==> src/rtl/dma_chan_pkg.sv <==
package dma_chan_pkg;

  typedef enum logic [1:0] {
    AM_FIXED = 2'd0,
    AM_INC   = 2'd1,
    AM_DEC   = 2'd2,
    AM_RSVD  = 2'd3
  } addr_mode_e;

  typedef enum logic [1:0] {
    ST_IDLE = 2'd0,
    ST_ARB  = 2'd1,
    ST_RD   = 2'd2,
    ST_WR   = 2'd3
  } chan_state_e;

  // Control word, bit 11 down to bit 0
  typedef struct packed {
    logic       reload;
    logic       ext_sel;
    addr_mode_e dmode;
    addr_mode_e smode;
    logic       burst;
    logic [1:0] size;
    logic       ie;
    logic       te;
    logic       en;
  } chan_ctrl_t;

  localparam int CTRL_W   = 12;
  localparam int REG_W    = 32;
  localparam int AERR_BIT = 12;

  localparam logic [1:0] RA_SRC  = 2'd0;
  localparam logic [1:0] RA_DST  = 2'd1;
  localparam logic [1:0] RA_CNT  = 2'd2;
  localparam logic [1:0] RA_CTRL = 2'd3;

  function automatic logic [4:0] unit_bytes(input logic [1:0] code);
    return (code == 2'd3) ? 5'd16 : (5'd1 << code);
  endfunction

endpackage

==> src/rtl/dma_chan_addr_step.sv <==
module dma_chan_addr_step
  import dma_chan_pkg::*;
#(
  parameter int ADDR_W = 32
) (
  input  logic [ADDR_W-1:0] cur_addr,
  input  addr_mode_e        mode,
  input  logic [1:0]        size,
  output logic [ADDR_W-1:0] nxt_addr
);

  logic [ADDR_W-1:0] step;

  always_comb begin
    step = ADDR_W'(unit_bytes(size));
    unique case (mode)
      AM_INC:  nxt_addr = cur_addr + step;
      AM_DEC:  nxt_addr = cur_addr - step;
      default: nxt_addr = cur_addr;
    endcase
  end

endmodule

==> src/rtl/dma_chan_regs.sv <==
module dma_chan_regs
  import dma_chan_pkg::*;
#(
  parameter int ADDR_W         = 32,
  parameter int CNT_W          = 24,
  parameter bit HAS_SRC_RELOAD = 1'b1
) (
  input  logic              clk,
  input  logic              rst_n,
  input  logic              reg_we,
  input  logic [1:0]        reg_addr,
  input  logic [REG_W-1:0]  reg_wdata,
  output logic [REG_W-1:0]  reg_rdata,
  input  logic              active,
  input  logic              unit_done,
  input  logic              last_unit,
  input  logic              aerr_set,
  input  logic [ADDR_W-1:0] src_step,
  input  logic [ADDR_W-1:0] dst_step,
  output logic [ADDR_W-1:0] src_q,
  output logic [ADDR_W-1:0] dst_q,
  output logic [CNT_W-1:0]  cnt_q,
  output chan_ctrl_t        ctrl_q,
  output logic              aerr_q
);

  logic              sw_wr;
  logic              wr_src, wr_dst, wr_cnt, wr_ctrl;
  logic              finish;
  logic [ADDR_W-1:0] src_d, dst_d, base_addr;
  logic [CNT_W-1:0]  cnt_d;
  chan_ctrl_t        ctrl_d;
  logic              aerr_d;
  logic              src_ce, dst_ce, cnt_ce, ctrl_ce, aerr_ce;
  logic              reload_on;

  assign sw_wr   = reg_we & ~active;
  assign wr_src  = sw_wr & (reg_addr == RA_SRC);
  assign wr_dst  = sw_wr & (reg_addr == RA_DST);
  assign wr_cnt  = sw_wr & (reg_addr == RA_CNT);
  assign wr_ctrl = sw_wr & (reg_addr == RA_CTRL);
  assign finish  = unit_done & last_unit;

  generate
    if (HAS_SRC_RELOAD) begin : g_reload
      logic [ADDR_W-1:0] base_q;
      always_ff @(posedge clk or negedge rst_n) begin
        if (!rst_n)      base_q <= '0;
        else if (wr_src) base_q <= reg_wdata[ADDR_W-1:0];
      end
      assign base_addr = base_q;
      assign reload_on = ctrl_q.reload;
    end else begin : g_no_reload
      assign base_addr = src_step;
      assign reload_on = 1'b0;
    end
  endgenerate

  // next-state
  always_comb begin
    src_ce  = wr_src | unit_done;
    dst_ce  = wr_dst | unit_done;
    cnt_ce  = wr_cnt | unit_done;
    ctrl_ce = wr_ctrl | finish;
    aerr_ce = aerr_set | (wr_ctrl & ~reg_wdata[0]);

    src_d = src_step;
    if (wr_src)                     src_d = reg_wdata[ADDR_W-1:0];
    else if (finish && reload_on)   src_d = base_addr;

    dst_d = wr_dst ? reg_wdata[ADDR_W-1:0] : dst_step;
    cnt_d = wr_cnt ? reg_wdata[CNT_W-1:0] : (cnt_q - CNT_W'(1));

    ctrl_d = ctrl_q;
    if (wr_ctrl) begin
      ctrl_d    = chan_ctrl_t'(reg_wdata[CTRL_W-1:0]);
      ctrl_d.te = ctrl_q.te & reg_wdata[1];
      if (!HAS_SRC_RELOAD) ctrl_d.reload = 1'b0;
    end
    if (finish) ctrl_d.te = 1'b1;

    aerr_d = aerr_set;
  end

  // registers
  always_ff @(posedge clk or negedge rst_n) begin
    if (!rst_n) begin
      src_q  <= '0;
      dst_q  <= '0;
      cnt_q  <= '0;
      ctrl_q <= '0;
      aerr_q <= 1'b0;
    end else begin
      if (src_ce)  src_q  <= src_d;
      if (dst_ce)  dst_q  <= dst_d;
      if (cnt_ce)  cnt_q  <= cnt_d;
      if (ctrl_ce) ctrl_q <= ctrl_d;
      if (aerr_ce) aerr_q <= aerr_d;
    end
  end

  // read mux
  always_comb begin
    unique case (reg_addr)
      RA_SRC:  reg_rdata = REG_W'(src_q);
      RA_DST:  reg_rdata = REG_W'(dst_q);
      RA_CNT:  reg_rdata = REG_W'(cnt_q);
      default: reg_rdata = {{(REG_W-AERR_BIT-1){1'b0}}, aerr_q, ctrl_q};
    endcase
  end

endmodule

==> src/rtl/dma_chan_ctl.sv <==
module dma_chan_ctl
  import dma_chan_pkg::*;
#(
  parameter int ADDR_W = 32,
  parameter int CNT_W  = 24,
  parameter int DATA_W = 128
) (
  input  logic              clk,
  input  logic              rst_n,
  input  logic              en,
  input  logic              te,
  input  logic              burst,
  input  logic              ext_sel,
  input  addr_mode_e        smode,
  input  addr_mode_e        dmode,
  input  logic [1:0]        size,
  input  logic              aerr,
  input  logic              master_en,
  input  logic              ext_dreq,
  input  logic              bus_gnt,
  input  logic              mem_ack,
  input  logic [DATA_W-1:0] mem_rdata,
  input  logic [CNT_W-1:0]  cnt_q,
  input  logic [ADDR_W-1:0] src_q,
  input  logic [ADDR_W-1:0] dst_q,
  output logic              bus_req,
  output logic              mem_req,
  output logic              mem_we,
  output logic [ADDR_W-1:0] mem_addr,
  output logic [1:0]        mem_size,
  output logic [DATA_W-1:0] mem_wdata,
  output logic              unit_done,
  output logic              last_unit,
  output logic              aerr_set,
  output logic              active
);

  chan_state_e       state_q, state_d;
  logic [DATA_W-1:0] hold_q;
  logic              hold_ce;
  logic              may_go, bad_mode;

  assign may_go   = en & ~te & ~aerr & master_en & (~ext_sel | ext_dreq);
  assign bad_mode = (smode == AM_RSVD) | (dmode == AM_RSVD);

  assign last_unit = (cnt_q == CNT_W'(1));
  assign unit_done = (state_q == ST_WR) & mem_ack;
  assign hold_ce   = (state_q == ST_RD) & mem_ack;
  assign aerr_set  = (state_q == ST_IDLE) & may_go & bad_mode;

  // next-state
  always_comb begin
    state_d = state_q;
    unique case (state_q)
      ST_IDLE: if (may_go && !bad_mode) state_d = ST_ARB;
      ST_ARB:  if (bus_gnt)             state_d = ST_RD;
      ST_RD:   if (mem_ack)             state_d = ST_WR;
      ST_WR: begin
        if (mem_ack) begin
          if (!last_unit && burst) state_d = ST_RD;
          else                     state_d = ST_IDLE;
        end
      end
      default: state_d = ST_IDLE;
    endcase
  end

  // registers
  always_ff @(posedge clk or negedge rst_n) begin
    if (!rst_n) begin
      state_q <= ST_IDLE;
      hold_q  <= '0;
    end else begin
      state_q <= state_d;
      if (hold_ce) hold_q <= mem_rdata;
    end
  end

  assign active    = (state_q != ST_IDLE);
  assign bus_req   = active;
  assign mem_req   = (state_q == ST_RD) | (state_q == ST_WR);
  assign mem_we    = (state_q == ST_WR);
  assign mem_addr  = (state_q == ST_WR) ? dst_q : src_q;
  assign mem_size  = size;
  assign mem_wdata = hold_q;

endmodule

==> src/rtl/dma_chan_engine.sv <==
module dma_chan_engine
  import dma_chan_pkg::*;
#(
  parameter int ADDR_W         = 32,
  parameter int CNT_W          = 24,
  parameter int DATA_W         = 128,
  parameter bit HAS_SRC_RELOAD = 1'b1
) (
  input  logic              clk,
  input  logic              rst_n,
  input  logic              master_en,
  input  logic              reg_we,
  input  logic [1:0]        reg_addr,
  input  logic [31:0]       reg_wdata,
  output logic [31:0]       reg_rdata,
  input  logic              ext_dreq,
  output logic              bus_req,
  input  logic              bus_gnt,
  output logic              mem_req,
  output logic              mem_we,
  output logic [ADDR_W-1:0] mem_addr,
  output logic [1:0]        mem_size,
  output logic [DATA_W-1:0] mem_wdata,
  input  logic              mem_ack,
  input  logic [DATA_W-1:0] mem_rdata,
  output logic              irq,
  output logic              addr_err
);

  logic [1:0]        rst_pipe;
  logic              rst_n_int;
  logic              active, unit_done, last_unit, aerr_set, aerr_q;
  logic [ADDR_W-1:0] src_q, dst_q, src_step, dst_step;
  logic [CNT_W-1:0]  cnt_q;
  chan_ctrl_t        ctrl_q;
  logic              te_flag;

  // reset: asserted asynchronously, released on the clock
  always_ff @(posedge clk or negedge rst_n) begin
    if (!rst_n) rst_pipe <= 2'b00;
    else        rst_pipe <= {rst_pipe[0], 1'b1};
  end
  assign rst_n_int = rst_pipe[1];

  dma_chan_regs #(
    .ADDR_W(ADDR_W), .CNT_W(CNT_W), .HAS_SRC_RELOAD(HAS_SRC_RELOAD)
  ) u_regs (
    .clk(clk), .rst_n(rst_n_int),
    .reg_we(reg_we), .reg_addr(reg_addr), .reg_wdata(reg_wdata),
    .reg_rdata(reg_rdata),
    .active(active), .unit_done(unit_done), .last_unit(last_unit),
    .aerr_set(aerr_set), .src_step(src_step), .dst_step(dst_step),
    .src_q(src_q), .dst_q(dst_q), .cnt_q(cnt_q), .ctrl_q(ctrl_q),
    .aerr_q(aerr_q)
  );

  dma_chan_addr_step #(.ADDR_W(ADDR_W)) u_src_step (
    .cur_addr(src_q), .mode(ctrl_q.smode), .size(ctrl_q.size),
    .nxt_addr(src_step)
  );

  dma_chan_addr_step #(.ADDR_W(ADDR_W)) u_dst_step (
    .cur_addr(dst_q), .mode(ctrl_q.dmode), .size(ctrl_q.size),
    .nxt_addr(dst_step)
  );

  dma_chan_ctl #(
    .ADDR_W(ADDR_W), .CNT_W(CNT_W), .DATA_W(DATA_W)
  ) u_ctl (
    .clk(clk), .rst_n(rst_n_int),
    .en(ctrl_q.en), .te(ctrl_q.te), .burst(ctrl_q.burst),
    .ext_sel(ctrl_q.ext_sel), .smode(ctrl_q.smode), .dmode(ctrl_q.dmode),
    .size(ctrl_q.size), .aerr(aerr_q),
    .master_en(master_en), .ext_dreq(ext_dreq), .bus_gnt(bus_gnt),
    .mem_ack(mem_ack), .mem_rdata(mem_rdata),
    .cnt_q(cnt_q), .src_q(src_q), .dst_q(dst_q),
    .bus_req(bus_req), .mem_req(mem_req), .mem_we(mem_we),
    .mem_addr(mem_addr), .mem_size(mem_size), .mem_wdata(mem_wdata),
    .unit_done(unit_done), .last_unit(last_unit), .aerr_set(aerr_set),
    .active(active)
  );

  assign te_flag  = ctrl_q.te;
  assign irq      = ctrl_q.te & ctrl_q.ie;
  assign addr_err = aerr_q;

endmodule

==> config.mk <==
export PLATFORM = sky130hd
export DESIGN_NAME = dma_chan_engine
export DESIGN_NICKNAME = d
export VERILOG_FILES = /design/src/rtl/dma_chan_pkg.sv /design/src/rtl/dma_chan_addr_step.sv /design/src/rtl/dma_chan_regs.sv /design/src/rtl/dma_chan_ctl.sv /design/src/rtl/dma_chan_engine.sv
export SDC_FILE = /design/constraint.sdc
export NUM_CORES = 1
export LEC_CHECK = 0
export ABC_AREA = 1
export CORE_ASPECT_RATIO = 1.75
export CORE_MARGIN = 1
export CORE_UTILIZATION = 30
export DETAILED_ROUTE_END_ITERATION = 10
export MAX_ROUTING_LAYER = met4
export SYNTH_ARGS = -nofsm -noshare
export SYNTH_HDL_FRONTEND = slang
export SYNTH_SLANG_ARGS = --single-unit
==> constraint.sdc <==
create_clock -name clk -period 21.6 [get_ports clk]
set_input_delay 2.16 -clock clk [delete_from_list [all_inputs] [get_ports clk]]
set_output_delay 2.16 -clock clk [all_outputs]
set_load 0.01 [all_outputs]
Word-level counts from Yosys, hierarchy flattened
Cells that the tools add are included.
W data, S select, Z words.
{ "totals": {"mem_bits_rw": 0, "latchBits": 0, "out_inout_bits": 199, "mem_count": 0, "reg_bits": 265, "rom_bits": 0} }
{ "classes": {"mul": 0, "reduce_logical": 16, "eq_ne": 18, "addsub": 5, "n_lt_le_gt_ge": 0, "bitwise": 30, "n_shift": 1, "n_mux": 17, "div_mod_pow": 0} }
{ "op_table": {"columns": ["op", "count"], "rows": [
  ["$mux W32", 4],
  ["$pmux W32 S2", 2],
  ["$pmux W32 S3", 1],
  ["$add A32 B5 Y32", 2],
  ["$sub A32 B5 Y32", 2],
  ["$eq A24 B1 Y1 const B", 1],
  ["$mux W24", 1],
  ["$sub A24 B1 Y24 const B", 1],
  ["$eq A2 B2 Y1 const B", 9],
  ["$and A1 B1 Y1", 17],
  ["$mux W2", 6],
  ["$eq A2 B1 Y1 const B", 4],
  ["$or A1 B1 Y1", 8],
  ["$pmux W2 S4", 1],
  ["$reduce_and A2 Y1", 4],
  ["$ne A2 B2 Y1 const B", 3],
  ["$mux W5", 1],
  ["$not A1 Y1", 5],
  ["$shl A1 B2 Y5 const A", 1],
  ["$logic_not A2 Y1", 2],
  ["$reduce_and A4 Y1", 1],
  ["$reduce_bool A2 Y1", 2],
  ["$reduce_bool A4 Y1", 1],
  ["$logic_and A1 B1 Y1", 3],
  ["4 further kinds", 5]
]} }

Logic depth before layout (Yosys ltp)
{ "logic_depth": {"depth_word": 8, "depth_mapped": 19, "ltp_nobuf": 19} }

Hierarchy
Synthesis repeated with hierarchy kept, for this count alone.
{ "hier_totals": {"hier_cells": 2544, "area_unflattened_um2": 18297.5} }
{ "by_module_without_submodules": {"columns": ["module", "cells_per_inst", "instances", "area_per_inst_um2"], "rows": [
  ["dma_chan_regs", 908, 1, 7085.5],
  ["dma_chan_ctl", 430, 1, 5541.6],
  ["dma_chan_addr_step (u_src_step)", 603, 1, 2815.2],
  ["dma_chan_addr_step (u_dst_step)", 598, 1, 2793.9],
  ["dma_chan_engine", 5, 1, 61.3]
]} }

Worst setup path after synthesis
OpenSTA, ideal clock, no wires.
{ "synth_timing": {"kind": "input to output", "start": "input reg_addr[1]", "end": "output reg_rdata[11]", "required_time_ns": 19.440, "path_slack_ns": 16.395, "arrival_time_ns": 3.045, "path_stages": 6, "path_cell_list": "inv_2 -> nand2_1 -> clkbuf_1 -> nor2_1 -> a221oi_1 -> o21ai_0"} }
{ "synth_via": {"elab_chain_len": 2} }
{ "synth_rtl": {"columns": ["item", "line_no", "source"], "rows": [
  ["start, declared", "dma_chan_engine.sv:13", "input logic [1:0] reg_addr,"],
  ["$eq A2 B2 Y1 (tied with other cells)", "dma_chan_regs.sv:104", "unique case (reg_addr)"],
  ["$pmux W32 S3 *", "dma_chan_regs.sv:104", null],
  ["end, declared", "dma_chan_engine.sv:15", "output logic [31:0] reg_rdata,"]
]} }
Mark *: on every way between the ends. The rest lies on a longest branch, timed or not.

Worst setup path after layout
{ "layout_timing": {"start": "input reg_addr[0]", "end": "output reg_rdata[9]"} }
The elaborated chain is that of the path after synthesis.

==> run_results.csv <==
group,metric,value,unit
drt,drt_pre_antenna_iters,5,
logic_synthesis,syn-num-nets,2371,
logic_synthesis,avgSynthCellArea,7.82,µm²
global_routing,grt_max_degree,73,
logic_synthesis,ys.flop_type,"dfrtp_1",
global_routing,grt_util_all_layers,23.2,%
global_routing,antenna_found_initial,5,
final_layout,finalNetCount,2714,
setup_path,cp.required,19.44,ns
final_layout,mostFrequentLayoutCells,"nand2_1, clkdlybuf4s50_1, inv_1, dfrtp_1, nor2_1",
placement,gp_congestion,0.990,
clocking,clockBufferDepth,3,
drt,routed_wl,65300,µm
min_path,hp-class,"reg -> reg",
clocking,post_cts_buffers,0,
power,vdd_drop_max,0.0964,mV
global_routing,grt_pass1_vias,16600,
floorplanning,initial_core_util,30.3,%
drt,met3_length,3150,µm
drt,highest_layer,"met4",
drt,viasPerCell,5.06,
clocking,cts.sinks,265,
drt,met1_length,23500,µm
drt,antenna_left,0,
logic_synthesis,synth_cell_types,49,
floorplanning,die_x,180,µm
clocking,cts_tree,"built",
drt,wl_met2,33900,µm
clocking,cts_hold_buf,0,
clocking,cts_max_level,1,
global_routing,grt_pass1_wl,97000,µm
floorplanning,rows,114,
placement,pre_cts_slack,14.76,ns
logic_synthesis,ys_seq_elements,265,
clocking,cts_buffers,29,
floorplanning,die-area,0.0566,mm²
floorplanning,ios,368,
clocking,cts_resized,0,
power,pwr_density_cell,177,mW/mm²
clocking,clk_latency,0.61,ns
floorplanning,core_area,0.0551,mm²
sta,relSlewSlack,29.2,%
placement,dp_cells,3141,
setup_path,arrival,4.69,ns
sta,min_period_over_period,31.7,%
sta,finalCriticalPeriod,6.85,ns
sta,finalHoldViolations,0,
floorplanning,die_h,314,µm
final_layout,drive_gt1_share,9.41,%
sta,timing.final.setup_violations,0,
logic_synthesis,synth_edf_count,0,
logic_synthesis,synth_warnings,0,
sta,drv_slew,0,
logic_synthesis,netlist_area,0.0167,mm²
sta,skew,0.0272,ns
sta,hold_ws,0.357,ns
clocking,clkTransAtPathRegs,0.06,ns
sta,max_freq,146,MHz
sta,setup_ws,14.75,ns
sta,worst-slew-pin-transition,1.05,ns
logic_synthesis,async_flop_share,100,%
run_status,status,"completed",
placement,dp_hpwl,52300,µm
setup_path,crit_type,"in -> out",
drt,drt_iter0_drc,1094,
power,p_total,3.88,mW
final_layout,final_cells,3199,
sta,tns,0,ns
placement,port_buffers,367,
clocking,cts_root_buffer,"clkbuf_16",
power,p_leak,10.3,nW
drt,drc_errors,0,
logic_synthesis,synth_cells,2133,
setup_path,critPathMaxFanout,22,
job,maxCapViolCount,0,
drt,dr_total_vias,16200,
final_layout,final_common_cell,"nand2_1",
drt,wl_per_cell,20.4,µm
logic_synthesis,yosysSeqAreaShare,39.8,%
setup_path,end_kind,"output pin",
final_layout,synthToLayoutAreaGrowth,31.8,%
global_routing,globalRouteOverflowTotal,0,
setup_path,cp-start-kind,"primary input",
sta,rsz0062_at_grt,"no",
==> metrics by stage <==
stage	utilization [%]	instance area, µm²
4_1_cts	39.9	22000
5_1_grt	39.9	22000
3_3_place_gp	38.1	21000
3_5_place_dp	38.1	21000
2_1_floorplan	-	16700
6_report	39.9	22000
==> sequential cells by signal, summed over array words and instances, names as in the netlist <==
signal,count
u_regs.base_addr,32
u_ctl.state_q,2
rst_pipe,2
u_regs.aerr_q,1
u_ctl.mem_wdata,128
u_regs.cnt_q,24
u_regs.ctrl_q,11
u_regs.dst_q,32
u_regs.reload_on,1
u_regs.src_q,32
==> path summary, 6_finish.rpt <==
kind,from,endpoint,slack [ns],cells past startpoint
worst max-delay path,reg_addr[0],reg_rdata[9],14.75,7
worst min-delay path,rst_pipe[0]$_DFF_PN0_,rst_pipe[1]$_DFF_PN0_,0.36,0
worst max register to register,u_regs.ctrl_q[4]$_DFFE_PN0P_,u_regs.src_q[21]$_DFFE_PN0P_,17.74,18
worst min register to register,rst_pipe[0]$_DFF_PN0_,rst_pipe[1]$_DFF_PN0_,0.36,0
max in group asynchronous,rst_pipe[1]$_DFF_PN0_,u_regs.base_addr[5]$_DFFE_PN0P_,18.93,2
min in group asynchronous,rst_pipe[1]$_DFF_PN0_,u_ctl.mem_wdata[42]$_DFFE_PN0P_,0.40,0
==> report_power, final <==
part	internal, mW	switching, mW
Sequential	0.741	0.202
Clock	0.287	0.230
Combinational	1.02	1.40
==> routing by layer <==
| metal | vias up | GRT usage, % |
|---|---|---|
| met2 | 587 | 41.9 |
| met1 | 7700 | 23.2 |
| li1 | 7681 | - |
| met3 | 203 | 3.26 |
| met4 | 0 | 15.6 |
| met5 | - | - |
==> worst max-delay path, stage by stage <==
cell,delay (ns)
clkdlybuf4s50_1,0.73
nand2_1,0.37
buf_4,0.36
o22ai_1,0.18
a21oi_1,0.05
o21ai_0,0.15
clkdlybuf4s50_1,0.68
==> layout make-up <==
type | count | area (µm²)
diodes | 6 | 15.0
clock buffers | 36 | 792
flip-flops and latches | 265 | 6640
clock inverters | 16 | 175
inverters | 285 | 1080
multi-input cells | 1513 | 8620
repair buffers | 382 | 3790
fillers | 5623 | 33100
well taps | 696 | 871
==> cells in the mapped netlist (9+ instances only) <==
library cell	count	area, µm²
ha_1	67	838
nand2_1	568	2130
a21oi_1	106	531
buf_2	33	165
nand3b_1	9	67.6
o21bai_1	29	218
inv_1	276	1040
nor2_1	177	664
o22ai_1	20	125
mux2_2	128	1440
a21oi_2	12	105
nor3_1	16	80.1
dfrtp_1	265	6630
o21ai_0	139	696
clkbuf_1	29	109
o221ai_1	40	350
nand3_1	93	465
o211ai_1	15	113
nand4_1	10	62.6
xor2_1	14	123
xnor2_1	22	193
==> logic make-up (layout without fill, tap and decap cells) <==
family,count (synthesis),in the layout,synth area share [%]
AO/OA/AOI/OAI,385,385,13.9
XOR/XNOR,36,36,1.89
flip-flops,265,265,39.8
adder cells (fa/ha/maj),69,69,5.27
other,1,7,0.0225
multiplexers,128,128,8.65
buffers and inverters,355,719,8.57
AND/OR/NAND/NOR,894,894,21.9
(Power assumes the default switching activity.)
